===== config.mk =====
export PLATFORM = sky130hd
export DESIGN_NAME = nand_ecc_gen
export DESIGN_NICKNAME = d
export VERILOG_FILES = /design/src/rtl/nand_ecc_pkg.sv /design/src/rtl/ecc_half_acc.sv /design/src/rtl/ecc_mode_ctrl.sv /design/src/rtl/ecc_result_mux.sv /design/src/rtl/nand_ecc_gen.sv
export SDC_FILE = /design/constraint.sdc
export NUM_CORES = 1
export LEC_CHECK = 0
export BUFFER_PORTS_ARGS = -buffer_cell sky130_fd_sc_hd__buf_4
export CAP_MARGIN = 40
export CORE_UTILIZATION = 52
export DETAILED_ROUTE_END_ITERATION = 12
export PLACE_DENSITY_LB_ADDON = 0.08
export SYNTH_ARGS = -nofsm -noshare
export SYNTH_HDL_FRONTEND = slang
export SYNTH_SLANG_ARGS = --single-unit

===== constraint.sdc =====
create_clock -name clk -period 1.74 [get_ports clk]
set_input_delay 0 -clock clk [delete_from_list [all_inputs] [get_ports clk]]
set_output_delay 0 -clock clk [all_outputs]
set_load 0.01 [all_outputs]

===== src/rtl/nand_ecc_pkg.sv =====
package nand_ecc_pkg;

   localparam logic [7:0] MODE_ECC_CLR = 8'hF4;
   localparam logic [7:0] MODE_ECC_RUN = 8'hB4;
   localparam logic [7:0] MODE_ECC_OUT = 8'hD4;

   typedef enum logic [1:0] {
      ST_PASS = 2'd0,
      ST_RUN  = 2'd1,
      ST_OUT  = 2'd2
   } ecc_state_e;

   // Six column-parity terms of one byte (group masks of bit positions)
   function automatic logic [5:0] col_terms(input logic [7:0] b);
      logic [5:0] c;
      c[0] = b[0] ^ b[2] ^ b[4] ^ b[6];
      c[1] = b[1] ^ b[3] ^ b[5] ^ b[7];
      c[2] = b[0] ^ b[1] ^ b[4] ^ b[5];
      c[3] = b[2] ^ b[3] ^ b[6] ^ b[7];
      c[4] = ^b[3:0];
      c[5] = ^b[7:4];
      return c;
   endfunction

endpackage


===== src/rtl/ecc_half_acc.sv =====
module ecc_half_acc
   import nand_ecc_pkg::*;
#(
   parameter int IDX_W = 8
) (
   input  logic             clk,
   input  logic             rst_n,
   input  logic             clr,
   input  logic             en,
   input  logic [IDX_W-1:0] idx,
   input  logic [7:0]       din,
   output logic [7:0]       par_lo,
   output logic [7:0]       par_hi,
   output logic [7:0]       par_col
);

   localparam int LP_W = 2 * IDX_W;

   logic [LP_W-1:0] lp_q, lp_d;
   logic [5:0]      cp_q;
   logic            byte_par;
   logic [15:0]     lp_pad;

   assign byte_par = ^din;

   // Line parity: pair per index bit, odd slot for a 1, even slot for a 0
   for (genvar k = 0; k < IDX_W; k++) begin : g_lp
      assign lp_d[2*k]   = lp_q[2*k]   ^ (byte_par & ~idx[k]);
      assign lp_d[2*k+1] = lp_q[2*k+1] ^ (byte_par &  idx[k]);
   end

   always_ff @(posedge clk or negedge rst_n) begin
      if (!rst_n) begin
         lp_q <= '0;
         cp_q <= '0;
      end else if (clr) begin
         lp_q <= '0;
         cp_q <= '0;
      end else if (en) begin
         lp_q <= lp_d;
         cp_q <= cp_q ^ col_terms(din);
      end
   end

   always_comb begin
      lp_pad = '0;
      lp_pad[LP_W-1:0] = lp_q;
   end

   // Stored parities leave inverted
   assign par_lo  = ~lp_pad[7:0];
   assign par_hi  = ~lp_pad[15:8];
   assign par_col = {~cp_q, 2'b11};

endmodule


===== src/rtl/ecc_mode_ctrl.sv =====
module ecc_mode_ctrl
   import nand_ecc_pkg::*;
#(
   parameter int HALF_BYTES = 256
) (
   input  logic             clk,
   input  logic             rst_n,
   input  logic             mode_wr,
   input  logic [7:0]       mode_din,
   input  logic             dat_vld,
   input  logic             rd_strobe,
   output logic             clr,
   output logic [1:0]       acc_en,
   output logic [$clog2(HALF_BYTES)-1:0] acc_idx,
   output logic [1:0]       res_sel,
   output logic             res_act
);

   localparam int IDX_W = $clog2(HALF_BYTES);
   localparam int CNT_W = IDX_W + 2;
   localparam logic [CNT_W-1:0] TOTAL = CNT_W'(2 * HALF_BYTES);

   ecc_state_e       st_q;
   logic [CNT_W-1:0] cnt_q;
   logic [1:0]       rptr_q;
   logic             acc_go;

   assign clr     = mode_wr && (mode_din == MODE_ECC_CLR);
   assign acc_go  = (st_q == ST_RUN) && dat_vld && (cnt_q < TOTAL);
   assign acc_en  = {acc_go & cnt_q[IDX_W], acc_go & ~cnt_q[IDX_W]};
   assign acc_idx = cnt_q[IDX_W-1:0];
   assign res_act = (st_q == ST_OUT) && (rptr_q != 2'd3);
   assign res_sel = rptr_q;

   always_ff @(posedge clk or negedge rst_n) begin
      if (!rst_n) begin
         st_q <= ST_PASS;
      end else if (mode_wr) begin
         case (mode_din)
            MODE_ECC_RUN: st_q <= ST_RUN;
            MODE_ECC_OUT: st_q <= ST_OUT;
            default:      st_q <= ST_PASS;
         endcase
      end
   end

   always_ff @(posedge clk or negedge rst_n) begin
      if (!rst_n) begin
         cnt_q  <= '0;
         rptr_q <= '0;
      end else if (clr) begin
         cnt_q  <= '0;
         rptr_q <= '0;
      end else begin
         if (acc_go)
            cnt_q <= cnt_q + 1'b1;
         if (rd_strobe && res_act)
            rptr_q <= rptr_q + 1'b1;
      end
   end

   // page counter never runs past one page
   a_r6_cnt_cap: assert property (@(posedge clk) disable iff (!rst_n)
      cnt_q <= TOTAL);

   // reads outside readout leave the pointer alone
   a_r9_ptr_hold: assert property (@(posedge clk) disable iff (!rst_n)
      (rd_strobe && st_q != ST_OUT && !clr) |=> $stable(rptr_q));

   // an exhausted pointer stays exhausted until a clear
   a_r8_ptr_end: assert property (@(posedge clk) disable iff (!rst_n)
      (rptr_q == 2'd3 && !clr) |=> (rptr_q == 2'd3));

endmodule


===== src/rtl/ecc_result_mux.sv =====
module ecc_result_mux (
   input  logic [15:0] word0,
   input  logic [15:0] word1,
   input  logic [15:0] word2,
   input  logic [1:0]  res_sel,
   input  logic        res_act,
   input  logic [15:0] nand_word,
   output logic [15:0] rd_word
);

   always_comb begin
      rd_word = nand_word;
      if (res_act) begin
         case (res_sel)
            2'd0:    rd_word = word0;
            2'd1:    rd_word = word1;
            2'd2:    rd_word = word2;
            default: rd_word = nand_word;
         endcase
      end
   end

endmodule


===== src/rtl/nand_ecc_gen.sv =====
module nand_ecc_gen #(
   parameter int HALF_BYTES = 256
) (
   input  logic        clk,
   input  logic        rst_n,
   input  logic        mode_wr,
   input  logic [7:0]  mode_din,
   input  logic        dat_vld,
   input  logic [7:0]  dat_byte,
   input  logic        rd_strobe,
   input  logic [15:0] nand_word,
   output logic [15:0] rd_word
);

   localparam int IDX_W  = $clog2(HALF_BYTES);
   localparam int HALVES = 2;

   if (HALF_BYTES < 2 || HALF_BYTES > 256 ||
       (HALF_BYTES & (HALF_BYTES - 1)) != 0) begin : g_bad_half
      $error("HALF_BYTES must be a power of two from 2 to 256");
   end

   logic             clr, res_act;
   logic [1:0]       acc_en, res_sel;
   logic [IDX_W-1:0] acc_idx;
   logic [7:0]       p_lo  [HALVES];
   logic [7:0]       p_hi  [HALVES];
   logic [7:0]       p_col [HALVES];
   logic [15:0]      word0, word1, word2;

   ecc_mode_ctrl #(.HALF_BYTES(HALF_BYTES)) ctrl_i (
      .clk       (clk),
      .rst_n     (rst_n),
      .mode_wr   (mode_wr),
      .mode_din  (mode_din),
      .dat_vld   (dat_vld),
      .rd_strobe (rd_strobe),
      .clr       (clr),
      .acc_en    (acc_en),
      .acc_idx   (acc_idx),
      .res_sel   (res_sel),
      .res_act   (res_act)
   );

   for (genvar h = 0; h < HALVES; h++) begin : g_half
      ecc_half_acc #(.IDX_W(IDX_W)) acc_i (
         .clk     (clk),
         .rst_n   (rst_n),
         .clr     (clr),
         .en      (acc_en[h]),
         .idx     (acc_idx),
         .din     (dat_byte),
         .par_lo  (p_lo[h]),
         .par_hi  (p_hi[h]),
         .par_col (p_col[h])
      );
   end

   // Interleaved readout order
   assign word0 = {p_hi[0],  p_lo[0]};
   assign word1 = {p_lo[1],  p_col[0]};
   assign word2 = {p_col[1], p_hi[1]};

   ecc_result_mux mux_i (
      .word0     (word0),
      .word1     (word1),
      .word2     (word2),
      .res_sel   (res_sel),
      .res_act   (res_act),
      .nand_word (nand_word),
      .rd_word   (rd_word)
   );

   // a clear leaves every result word at all ones
   a_r1_clear_ones: assert property (@(posedge clk) disable iff (!rst_n)
      clr |=> (word0 == 16'hFFFF && word1 == 16'hFFFF && word2 == 16'hFFFF));

   // with no counted byte, results do not move
   a_r2_idle_hold: assert property (@(posedge clk) disable iff (!rst_n)
      (!clr && acc_en == 2'b00) |=> ($stable(word0) && $stable(word1) && $stable(word2)));

   // at most one half is updated per byte
   a_r6_one_half: assert property (@(posedge clk) disable iff (!rst_n)
      $onehot0(acc_en));

   // low two bits of each column byte are ones
   a_r4_col_ones: assert property (@(posedge clk) disable iff (!rst_n)
      (word1[1:0] == 2'b11 && word2[9:8] == 2'b11));

endmodule


==> summary.md <==
| Metric | Value |
|---|---|
| Fin. max-slew vios | `0` |
| Clock Sinks | `58` |
| PD cells | `approximately 790 nW/um2` |
| Nets@finish | `536` |
| Sequential share of the synthesized area | `between 40% and 50%` |
| Pleak | `2.078 nW` |
| Vias in the first global route | `3476` |
| Synth Warn # | `0` |
| Critical Path Start | `ctrl_i.res_sel[0]$_DFFE_PN0P_` |
| Endpoint class of the critical path | `output pin` |
| Crit path required time | `1.74 ns` |
| H-tree levels | `3` |
| Initial antenna violation count | `0` |
| Placer Congestion | `0.7735` |
| Worst skew pair latency | `0.34 ns` |
| Internal reg-to-reg setup slack | `-0.11 ns` |
| Setup Skew | `0.009482 ns` |
| Final number of hold-violating endpoints | `0` |
| DR WL/cell | `19.75 um` |
| RR Startpoint | `ctrl_i.st_q[1]$_DFFE_PN0P_` |
| Deepest clock path buffer count | `2` |
| IO Pins | `53` |
| Largest net degree at the start of global routing | `59` |
| Cell Rows | `29` |
| Die W | `~83 um` |
| Final WL | `between 10000 and 15000 um` |
| Worst-margin pin slew | `0.7769 ns` |
| Commonest non-fill, non-tap cells in the layout | `buf_4 (77), dfrtp_1 (56), inv_1 (46), a21oi_1 (33), a21oi_2 (30)` |
| Fin worst setup slack | `-0.1464 ns` |
| Met3 Wirelength | `between 700 and 800 um` |
| Crit path cell chain | `inv_2 -> ha_2 -> a222oi_1 -> a21oi_1 -> buf_4` |
| Top-area cell type share of the netlist area | `between 40% and 50%` |
| Setup TNS | `-2.243 ns` |
| Reg2Reg Depth | `7` |
| Starting Density | `54.02%` |
| Worst setup SP type | `flop` |
| Layout Utilization | `79.49%` |
| Worst-path clk slew | `0.08 ns` |
| Max_cap viols | `0` |
| HP Class | `input port to flop` |
| Slowest-stage cell, CP | `dfrtp_2` |
| Worst R2R End | `g_half[0].acc_i.lp_pad[7]$_DFFE_PN0P_` |
| Layout Area Growth over Synthesis | `47.15%` |
| Crit Path Max Fanout | `7` |
| Synth area leaders | `dfrtp_1 (42%), a21oi_1 (9.1%), inv_1 (5.2%), or3_1 (4.5%), xnor2_1 (4.1%)` |
| Place WS | `-0.03312 ns` |
| Post-synthesis net count | `456` |
| DP HPWL | `6138 um` |
| Final setup vio count | `46` |
| Share of cells above drive strength 1 | `between 40 and 50%` |
| Violated checks | `negative setup slack` |
| Die area | `6963 um2` |
| Drt pass-1 iters | `5` |
| Post-DRT Antenna Nets | `0` |
| VDD IR max | `between 0.6 and 0.7 mV` |
| Maximum achievable frequency | `0.5301 GHz` |
| CTS tree | `yes` |
| Commonest non-fill, non-tap cell in the layout | `buf_4` |
| RSZ-0062 raised after global routing | `yes` |
| First-pass GRT wire length | `about 17000 um` |
| Worst EP arrival | `between 1.5 and 2 ns` |
| Min cycle time layout | `1.886 ns` |
| Syn Area/Cell | `8.373 um2` |
| Via count | `3520` |
| Fin crit share | `108.4%` |
| Routed wl met2 | `5691 um` |
| Yosys cell types | `33` |
| Drt via density | `6.132` |
| Yosys top cell by area | `dfrtp_1` |
| Antenna diodes | `0` |
| DRT iter0 DRCs | `305` |
| M1 wire length | `4486 um` |
| CTS Buf Count | `9` |
| GRT overflow | `0` |
| Critical path class | `flop to output pin` |
| PortBufs | `52` |
| Hold Crit Depth | `5` |
| GRT Util Overall | `31.63%` |
| Hold Path End | `g_half[1].acc_i.cp_q[4]$_DFFE_PN0P_` |
| Top layer in use | `met4` |
| Synthesis-stage register bit count | `58` |
| Chip height | `83.45 um` |
| Relative slew slack | `48.20%` |
| Post-Synthesis Cells | `412` |
| HP Start | `dat_byte[2]` |
| Drt drc | `0` |
| Synth Cell Area | `~3400 um2` |
| Slowest Stage Delay on Critical Path | `0.43 ns` |
| Root buffer cell | `clkbuf_8` |
| Core area | `6386 um2` |
| Outcome | `complete, but fails checks` |
[through the flow]
step	total power (W)	cells	area (um2)	hold slack, ns
after global placement	0.002332	537	4134	0.1132
after detailed placement	0.002346	537	4134	0.1155
after floorplan	0.001924	412	3455	-0.2956
after global routing	0.004142	574	5076	0.2441
after CTS	0.003853	568	4629	0.2022
final	0.004008	574	5076	0.2150
[final cells by class]
cell class                      instances  area [um2]
Clock inverter                          5       77.57
Multi-Input combinational cell        271        2117
Clock buffer                           11       141.4
Tap cell                               77       96.34
Fill cell                             418        1310
Inverter                               48       182.7
Timing Repair Buffer                  104        1007
Sequential cell                        58        1454
[logic make-up (layout without fill, tap and decap cells)]
group	after synthesis	count (layout)	share of synthesized area, %
AND/OR/NAND/NOR	111	111	17.23
adder cells (fa/ha/maj)	7	7	2.539
AO/OA/AOI/OAI	128	128	22.16
flip-flops	58	58	42.07
multiplexers	1	1	0.2902
XOR/XNOR	24	24	6.529
buffers and inverters	83	168	9.177
[state kept, by name, indices dropped and copies added (netlist names)]
name                 flops
ctrl_i.cnt_q            10
ctrl_i.res_sel           2
ctrl_i.st_q              2
g_half.acc_i.cp_q       12
g_half.acc_i.lp_pad     32
[layer usage]
layer / vias to the layer above / global-route usage, %
li1: 1613 / -
met2: 147 / 52.24
met3: 37 / 8.847
met4: 0 / 12.33
met5: - / 0
met1: 1723 / 39.39
[Yosys cell counts (all sizes together)]
cell type / count
a221oi: 4
nor2b: 2
o31ai: 16
buf: 8
nor2: 25
dfrtp: 58
clkbuf: 27
a41o: 1
inv: 48
a41oi: 1
and2: 1
o21ai: 31
or4: 16
xnor2: 17
nand2: 25
mux2i: 1
nand4b: 2
nand2b: 1
and4: 1
ha: 7
a21oi: 63
nand3: 3
xor2: 7
nor3: 2
nand4: 4
nor4bb: 1
or3: 25
a222oi: 12
and3: 3
[worst max-delay path: cells and delay by family, from the launching register on]
kind / cells / cell delay, ns
AOI/OAI and AO/OA: 2 / 0.58
DFF: 1 / 0.43
buffers and inverters: 2 / 0.27
adders and majority gates: 1 / 0.28
[worst max path at each step]
stage | cells after the start | slack [ns] | end
floorplan | 7 | 0.004 | g_half[0].acc_i.lp_pad[10]$_DFFE_PN0P_
global placement | 7 | -0.02 | g_half[0].acc_i.lp_pad[5]$_DFFE_PN0P_
detailed placement | 7 | -0.03 | g_half[1].acc_i.lp_pad[3]$_DFFE_PN0P_
CTS | 5 | -0.07 | rd_word[12]
global route | 5 | -0.19 | rd_word[12]
finish | 5 | -0.15 | rd_word[12]
[timing repair]
item / 4_1_cts / 5_1_grt
resized for setup: 28 / 94
hold buffers: 6 / 0
pin swaps: 12 / 52
setup endpoints to repair: 29 / 52
setup buffers: 8 / 6
hold endpoints to repair: 61 / 0
gates cloned: 2 / 3
[power by group]
group / switching [W] / total, W / internal (W)
logic: 0.000635 / 0.00115 / 0.000518
clock network: 0.000573 / 0.00141 / 0.000841
registers: 0.0000544 / 0.00144 / 0.00139
Note: power is estimated with default switching activity, not from simulation.
